===== src/rtl/mbx_pkg.sv =====
package mbx_pkg;
   localparam logic [1:0] ADR_TXD = 2'd0;
   localparam logic [1:0] ADR_RXD = 2'd1;
   localparam logic [1:0] ADR_STS = 2'd2;

   localparam int STB_RX_AVAIL = 0;
   localparam int STB_TX_ROOM  = 1;
   localparam int STB_OVERRUN  = 2;
   localparam int STB_UNDERRUN = 3;
   localparam int STS_USED     = 4;

   typedef struct packed {
      logic underrun;
      logic overrun;
   } mbx_err_t;
endpackage


===== src/rtl/mbx_fifo.sv =====
module mbx_fifo #(
   parameter int W = 32,
   parameter int D = 8
) (
   input  logic                       clk,
   input  logic                       rst_n,
   input  logic                       push_req,
   input  logic [W-1:0]               push_data,
   input  logic                       pop_req,
   output logic [W-1:0]               head,
   output logic                       full,
   output logic                       empty,
   output logic [$clog2(D+1)-1:0]     count
);
   localparam int AW   = (D > 1) ? $clog2(D) : 1;
   localparam int CW   = $clog2(D + 1);
   localparam bit POW2 = (D & (D - 1)) == 0;

   if (D < 2) begin : g_bad_depth
      $error("mbx_fifo: depth must be at least 2");
   end
   if (W < 1) begin : g_bad_width
      $error("mbx_fifo: width must be at least 1");
   end

   logic [W-1:0]  mem [D];
   logic [AW-1:0] wptr, rptr, wptr_nx, rptr_nx;
   logic [CW-1:0] cnt;
   logic          do_push, do_pop;

   assign full    = (cnt == CW'(D));
   assign empty   = (cnt == '0);
   assign do_push = push_req && !full;
   assign do_pop  = pop_req && !empty;
   assign head    = mem[rptr];
   assign count   = cnt;

   if (POW2) begin : g_wrap_nat
      assign wptr_nx = wptr + 1'b1;
      assign rptr_nx = rptr + 1'b1;
   end else begin : g_wrap_cmp
      assign wptr_nx = (wptr == AW'(D - 1)) ? '0 : wptr + 1'b1;
      assign rptr_nx = (rptr == AW'(D - 1)) ? '0 : rptr + 1'b1;
   end

   always_ff @(posedge clk or negedge rst_n) begin
      if (!rst_n) begin
         wptr <= '0;
         rptr <= '0;
         cnt  <= '0;
      end else begin
         if (do_push) wptr <= wptr_nx;
         if (do_pop)  rptr <= rptr_nx;
         case ({do_push, do_pop})
            2'b10:   cnt <= cnt + 1'b1;
            2'b01:   cnt <= cnt - 1'b1;
            default: cnt <= cnt;
         endcase
      end
   end

   always_ff @(posedge clk) begin
      if (do_push) mem[wptr] <= push_data;
   end
endmodule


===== src/rtl/mbx_port.sv =====
module mbx_port
   import mbx_pkg::*;
#(
   parameter int W = 32
) (
   input  logic         clk,
   input  logic         rst_n,
   input  logic         wr,
   input  logic         rd,
   input  logic [1:0]   addr,
   input  logic [W-1:0] wdata,
   input  logic [W-1:0] rx_head,
   input  logic         rx_empty,
   input  logic         tx_full,
   output logic         tx_push,
   output logic [W-1:0] tx_data,
   output logic         rx_pop,
   output logic [W-1:0] rdata,
   output logic         irq
);
   if (W < STS_USED) begin : g_bad_width
      $error("mbx_port: data width too small for status");
   end

   mbx_err_t     err;
   logic         sts_wr;
   logic [W-1:0] status;

   assign tx_push = wr && (addr == ADR_TXD);
   assign tx_data = wdata;
   assign rx_pop  = rd && (addr == ADR_RXD);
   assign sts_wr  = wr && (addr == ADR_STS);

   always_ff @(posedge clk or negedge rst_n) begin
      if (!rst_n) begin
         err <= '0;
      end else if (sts_wr) begin
         err <= '0;
      end else begin
         if (tx_push && tx_full)  err.overrun  <= 1'b1;
         if (rx_pop && rx_empty)  err.underrun <= 1'b1;
      end
   end

   always_comb begin
      status               = '0;
      status[STB_RX_AVAIL] = !rx_empty;
      status[STB_TX_ROOM]  = !tx_full;
      status[STB_OVERRUN]  = err.overrun;
      status[STB_UNDERRUN] = err.underrun;
   end

   always_comb begin
      rdata = '0;
      if (rd) begin
         case (addr)
            ADR_RXD: rdata = rx_empty ? '0 : rx_head;
            ADR_STS: rdata = status;
            default: rdata = '0;
         endcase
      end
   end

   assign irq = !rx_empty || err.overrun || err.underrun;
endmodule


===== src/rtl/dual_mailbox.sv =====
module dual_mailbox #(
   parameter int DATA_W = 32,
   parameter int DEPTH  = 8
) (
   input  logic              clk,
   input  logic              rst_n,
   input  logic              a_wr,
   input  logic              a_rd,
   input  logic [1:0]        a_addr,
   input  logic [DATA_W-1:0] a_wdata,
   output logic [DATA_W-1:0] a_rdata,
   output logic              a_irq,
   input  logic              b_wr,
   input  logic              b_rd,
   input  logic [1:0]        b_addr,
   input  logic [DATA_W-1:0] b_wdata,
   output logic [DATA_W-1:0] b_rdata,
   output logic              b_irq
);
   localparam int CW = $clog2(DEPTH + 1);

   logic              s_wr    [2];
   logic              s_rd    [2];
   logic [1:0]        s_addr  [2];
   logic [DATA_W-1:0] s_wdata [2];
   logic [DATA_W-1:0] s_rdata [2];
   logic              s_irq   [2];

   logic              q_push  [2];
   logic [DATA_W-1:0] q_pdata [2];
   logic              q_pop   [2];
   logic [DATA_W-1:0] q_head  [2];
   logic              q_full  [2];
   logic              q_empty [2];
   logic [CW-1:0]     fifo_cnt[2];

   assign s_wr[0]    = a_wr;
   assign s_rd[0]    = a_rd;
   assign s_addr[0]  = a_addr;
   assign s_wdata[0] = a_wdata;
   assign s_wr[1]    = b_wr;
   assign s_rd[1]    = b_rd;
   assign s_addr[1]  = b_addr;
   assign s_wdata[1] = b_wdata;
   assign a_rdata    = s_rdata[0];
   assign a_irq      = s_irq[0];
   assign b_rdata    = s_rdata[1];
   assign b_irq      = s_irq[1];

   // Queue g is written by side g and read by the other side.
   for (genvar g = 0; g < 2; g++) begin : g_side
      localparam int PEER = 1 - g;

      mbx_fifo #(.W(DATA_W), .D(DEPTH)) u_fifo (
         .clk      (clk),
         .rst_n    (rst_n),
         .push_req (q_push[g]),
         .push_data(q_pdata[g]),
         .pop_req  (q_pop[PEER]),
         .head     (q_head[g]),
         .full     (q_full[g]),
         .empty    (q_empty[g]),
         .count    (fifo_cnt[g])
      );

      mbx_port #(.W(DATA_W)) u_port (
         .clk     (clk),
         .rst_n   (rst_n),
         .wr      (s_wr[g]),
         .rd      (s_rd[g]),
         .addr    (s_addr[g]),
         .wdata   (s_wdata[g]),
         .rx_head (q_head[PEER]),
         .rx_empty(q_empty[PEER]),
         .tx_full (q_full[g]),
         .tx_push (q_push[g]),
         .tx_data (q_pdata[g]),
         .rx_pop  (q_pop[g]),
         .rdata   (s_rdata[g]),
         .irq     (s_irq[g])
      );
   end
endmodule


===== config.mk =====
export PLATFORM = sky130hd
export DESIGN_NAME = dual_mailbox
export DESIGN_NICKNAME = d
export VERILOG_FILES = /design/src/rtl/mbx_pkg.sv /design/src/rtl/mbx_fifo.sv /design/src/rtl/mbx_port.sv /design/src/rtl/dual_mailbox.sv
export SDC_FILE = /design/constraint.sdc
export NUM_CORES = 1
export LEC_CHECK = 0
export ABC_AREA = 0
export BUFFER_PORTS_ARGS = -buffer_cell sky130_fd_sc_hd__buf_2
export CORE_UTILIZATION = 55
export CTS_CLUSTER_SIZE = 12
export DETAILED_ROUTE_END_ITERATION = 8
export GPL_ROUTABILITY_DRIVEN = 0
export HOLD_SLACK_MARGIN = 0.02
export PLACE_DENSITY = 0.71
export SYNTH_ARGS = -nofsm -noshare
export SYNTH_HDL_FRONTEND = slang
export SYNTH_HIERARCHICAL = 1
export SYNTH_SLANG_ARGS = --single-unit

===== constraint.sdc =====
create_clock -name clk -period 6.1 [get_ports clk]
set_clock_uncertainty 0.2 [all_clocks]
set_input_delay 0.61 -clock clk [delete_from_list [all_inputs] [get_ports clk]]
set_output_delay 0.61 -clock clk [all_outputs]
set_load 0.05 [all_outputs]

==> flow_summary.ini <==
[outcome]
status = finished clean

[clock_network]
clock-sinks = 536
cts.path.max_buffers = 3
cts_tree = done
cts_setup_buffers = 0
htreeDepth = 2
cts.repair.resized = 0
numCtsBuffers = 53
cts_root_buf = clkbuf_16
clk_pin_slew_ns = 0.06
clk_latency_ns = 0.59

[sta]
final_max_slew_viol_count = 0
tightestPinTransition_ns = 1.16
period_share_pct = 69.9
whs_ns = 0.0499
finalSetupViolCount = 0
relSlewSlack_pct = 21.7
rsz0062_at_grt = no
fmax_ghz = 0.234
fin_crit_ns = 4.27
finalHoldViolCount = 0
fin_tns_setup_ns = 0

[yosys]
netlist.area_leader.share_pct = 69.6
synth_top_area_cell = edfxtp_1
ys_ff_latch = 536
synthTopCellsByArea = edfxtp_1, mux4_2, mux4_1, mux2_2, dfrtp_1
syn_inst = 1058
yosysWarnings = 6
synth_edf_count = 512
yosysSeqAreaShare_pct = 72.3
syn_area_mm2 = 0.0221
synth-async-reset-ratio_pct = 4.48
avgSynthCellArea_um2 = 20.9
synthDistinctLibCells = 43
syn_nets = 1152
dominantRegCellSynth = edfxtp_1

[floorplan]
dieArea_mm2 = 0.0410
die_w_um = 202
die_y_um = 202
core.rowCount = 73
initial_core_util_pct = 55.7
io_pins = 140
coreArea_mm2 = 0.0396

[drt]
vias = 10100
totalWireLength_um = 40800
vias_per_cell = 5.82
ant_nets = 0
remaining_drc_errors = 0
drtIter0Drc = 773
routedWlPerCell_um = 23.6
drt_first_pass_iters = 5

[final_layout]
layout_common_cells = edfxtp_1, buf_2, mux4_2
final_common_cell = edfxtp_1
area_growth_pct = 10.6
layout-drive-gt1-share_pct = 38.0
diodes = 0
instances_no_fill = 1727
nets = 1264

[global_routing]
grt_max_degree = 48
antenna_found_initial = 3
grt_usage_pct = 20.5
grt-busiest-layer = met2
globalRouteMet1Util_pct = 30.1
grt_pass1_wl_um = 62100
use_met2_pct = 31.7
grtUsageMet3_pct = 4.69
grt_overflow = 0
grt_pass1_vias = 10200

[critical_path]
cp-end-kind = primary output
startpoint_type = flip-flop
critical_path.max_fanout = 40
crit_required_ns = 5.29
worstReg2RegEnd = g_side[0].u_fifo/count[3]$_DFFE_PN0P_
r2r-start = g_side[0].u_fifo/count[3]$_DFFE_PN0P_
path_class = reg -> out
arrival_ns = 3.46
regToRegSetupSlack_ns = 2.97
worstRegToRegCells = 7

[flow_run]
cap_violations = 0

[placed_design]
io_buffers = 139
dpl.cell_count = 1638
dpl.hpwl_um = 22600

[min_path]
min_to = g_side[1].u_port/err[0]$_DFFE_PN0P_
hp-start = b_wr
hold_depth = 2
hold_class = in -> reg

[power]
p_leak_nw = 8.24
ir_drop_v = 0.000328
p_total_mw = 9.68
pwr_density_cell_mw_per_mm2 = 396
[flip-flops by register name, indices dropped and copies added (netlist names)]
| name | cells |
|---|---|
| g_side.u_fifo/rptr | 6 |
| g_side.u_fifo/mem | 512 |
| g_side.u_fifo/count | 8 |
| g_side.u_fifo/wptr | 6 |
| g_side.u_port/err | 4 |
[how the worst max path moves through the flow]
stage,startpoint,to,depth (start not counted)
global placement,g_side[1].u_fifo/rptr[0]$_DFFE_PN0P_,a_rdata[12],5
floorplan,b_addr[1],g_side[1].u_fifo/mem[0][0]$_DFFE_PP_,5
detailed placement,g_side[1].u_fifo/rptr[0]$_DFFE_PN0P_,a_rdata[12],5
CTS,g_side[0].u_fifo/rptr[0]$_DFFE_PN0P_,b_rdata[1],6
finish,g_side[0].u_fifo/rptr[0]$_DFFE_PN0P_,b_rdata[1],6
global route,g_side[0].u_fifo/rptr[0]$_DFFE_PN0P_,b_rdata[1],6
[routing by layer]
metal  up-vias  wire [um]
met4         6        518
met2       255      19400
met1      5302      18400
li1       4448          -
met5         -         40
met3        41       2350
[through the flow]
stage | util, % | area (um2) | setup WS, ns
global route | 61.6 | 24400 | 1.63
CTS | 61.6 | 24400 | 1.76
floorplan | - | 22100 | 2.07
detailed placement | 57.8 | 22900 | 2.42
global placement | 57.8 | 22900 | 2.43
finish | 61.6 | 24400 | 1.83
[worst max-delay path, cell delays in order (launching register included)]
cell	delay, ns
dfrtp_4	0.96
buf_4	0.57
mux4_2	0.57
mux2_2	0.32
nand3b_1	0.10
a21oi_1	0.07
buf_2	0.21
[timing repair]
action / CTS / global route
endpoints found under the setup margin: 0 / 0
hold endpoints to repair: 25 / 0
hold buffers: 2 / 0
[area by class of cell]
| type | instances | area, um2 |
|---|---|---|
| Fill cell | 2835 | 15200 |
| Clock inverter | 13 | 61.3 |
| Clock buffer | 74 | 1430 |
| Inverter | 16 | 60.1 |
| Multi-Input combinational cell | 398 | 5350 |
| Timing Repair Buffer | 165 | 896 |
| Tap cell | 525 | 657 |
| Sequential cell | 536 | 16000 |
[cell families after synthesis]
| logic type | count (synthesis) | synth area share (%) |
|---|---|---|
| multiplexers | 198 | 17.1 |
| XOR/XNOR | 12 | 0.476 |
| adder cells (fa/ha/maj) | 20 | 1.20 |
| flip-flops | 536 | 72.3 |
| AND/OR/NAND/NOR | 138 | 4.04 |
| buffers and inverters | 124 | 4.00 |
| AO/OA/AOI/OAI | 30 | 0.883 |
[power breakdown]
part	switching [mW]	internal [mW]	total, mW
clock network	1.27	1.61	2.88
logic	0.925	1.22	2.15
registers	0.406	4.25	4.65
total	2.60	7.08	9.68
[cells in the mapped netlist (all sizes together) (4+ instances only)]
cell type	instances
nor3	6
mux2	68
ha	18
nand3	8
buf	96
or4b	4
clkbuf	12
xnor2	10
mux4	128
nand2	22
a31oi	4
nand2b	6
nor3b	6
a21oi	16
edfxtp	512
nand3b	8
inv	16
nor2	14
and2	58
dfrtp	24
Power figures use the tool's default switching activity.
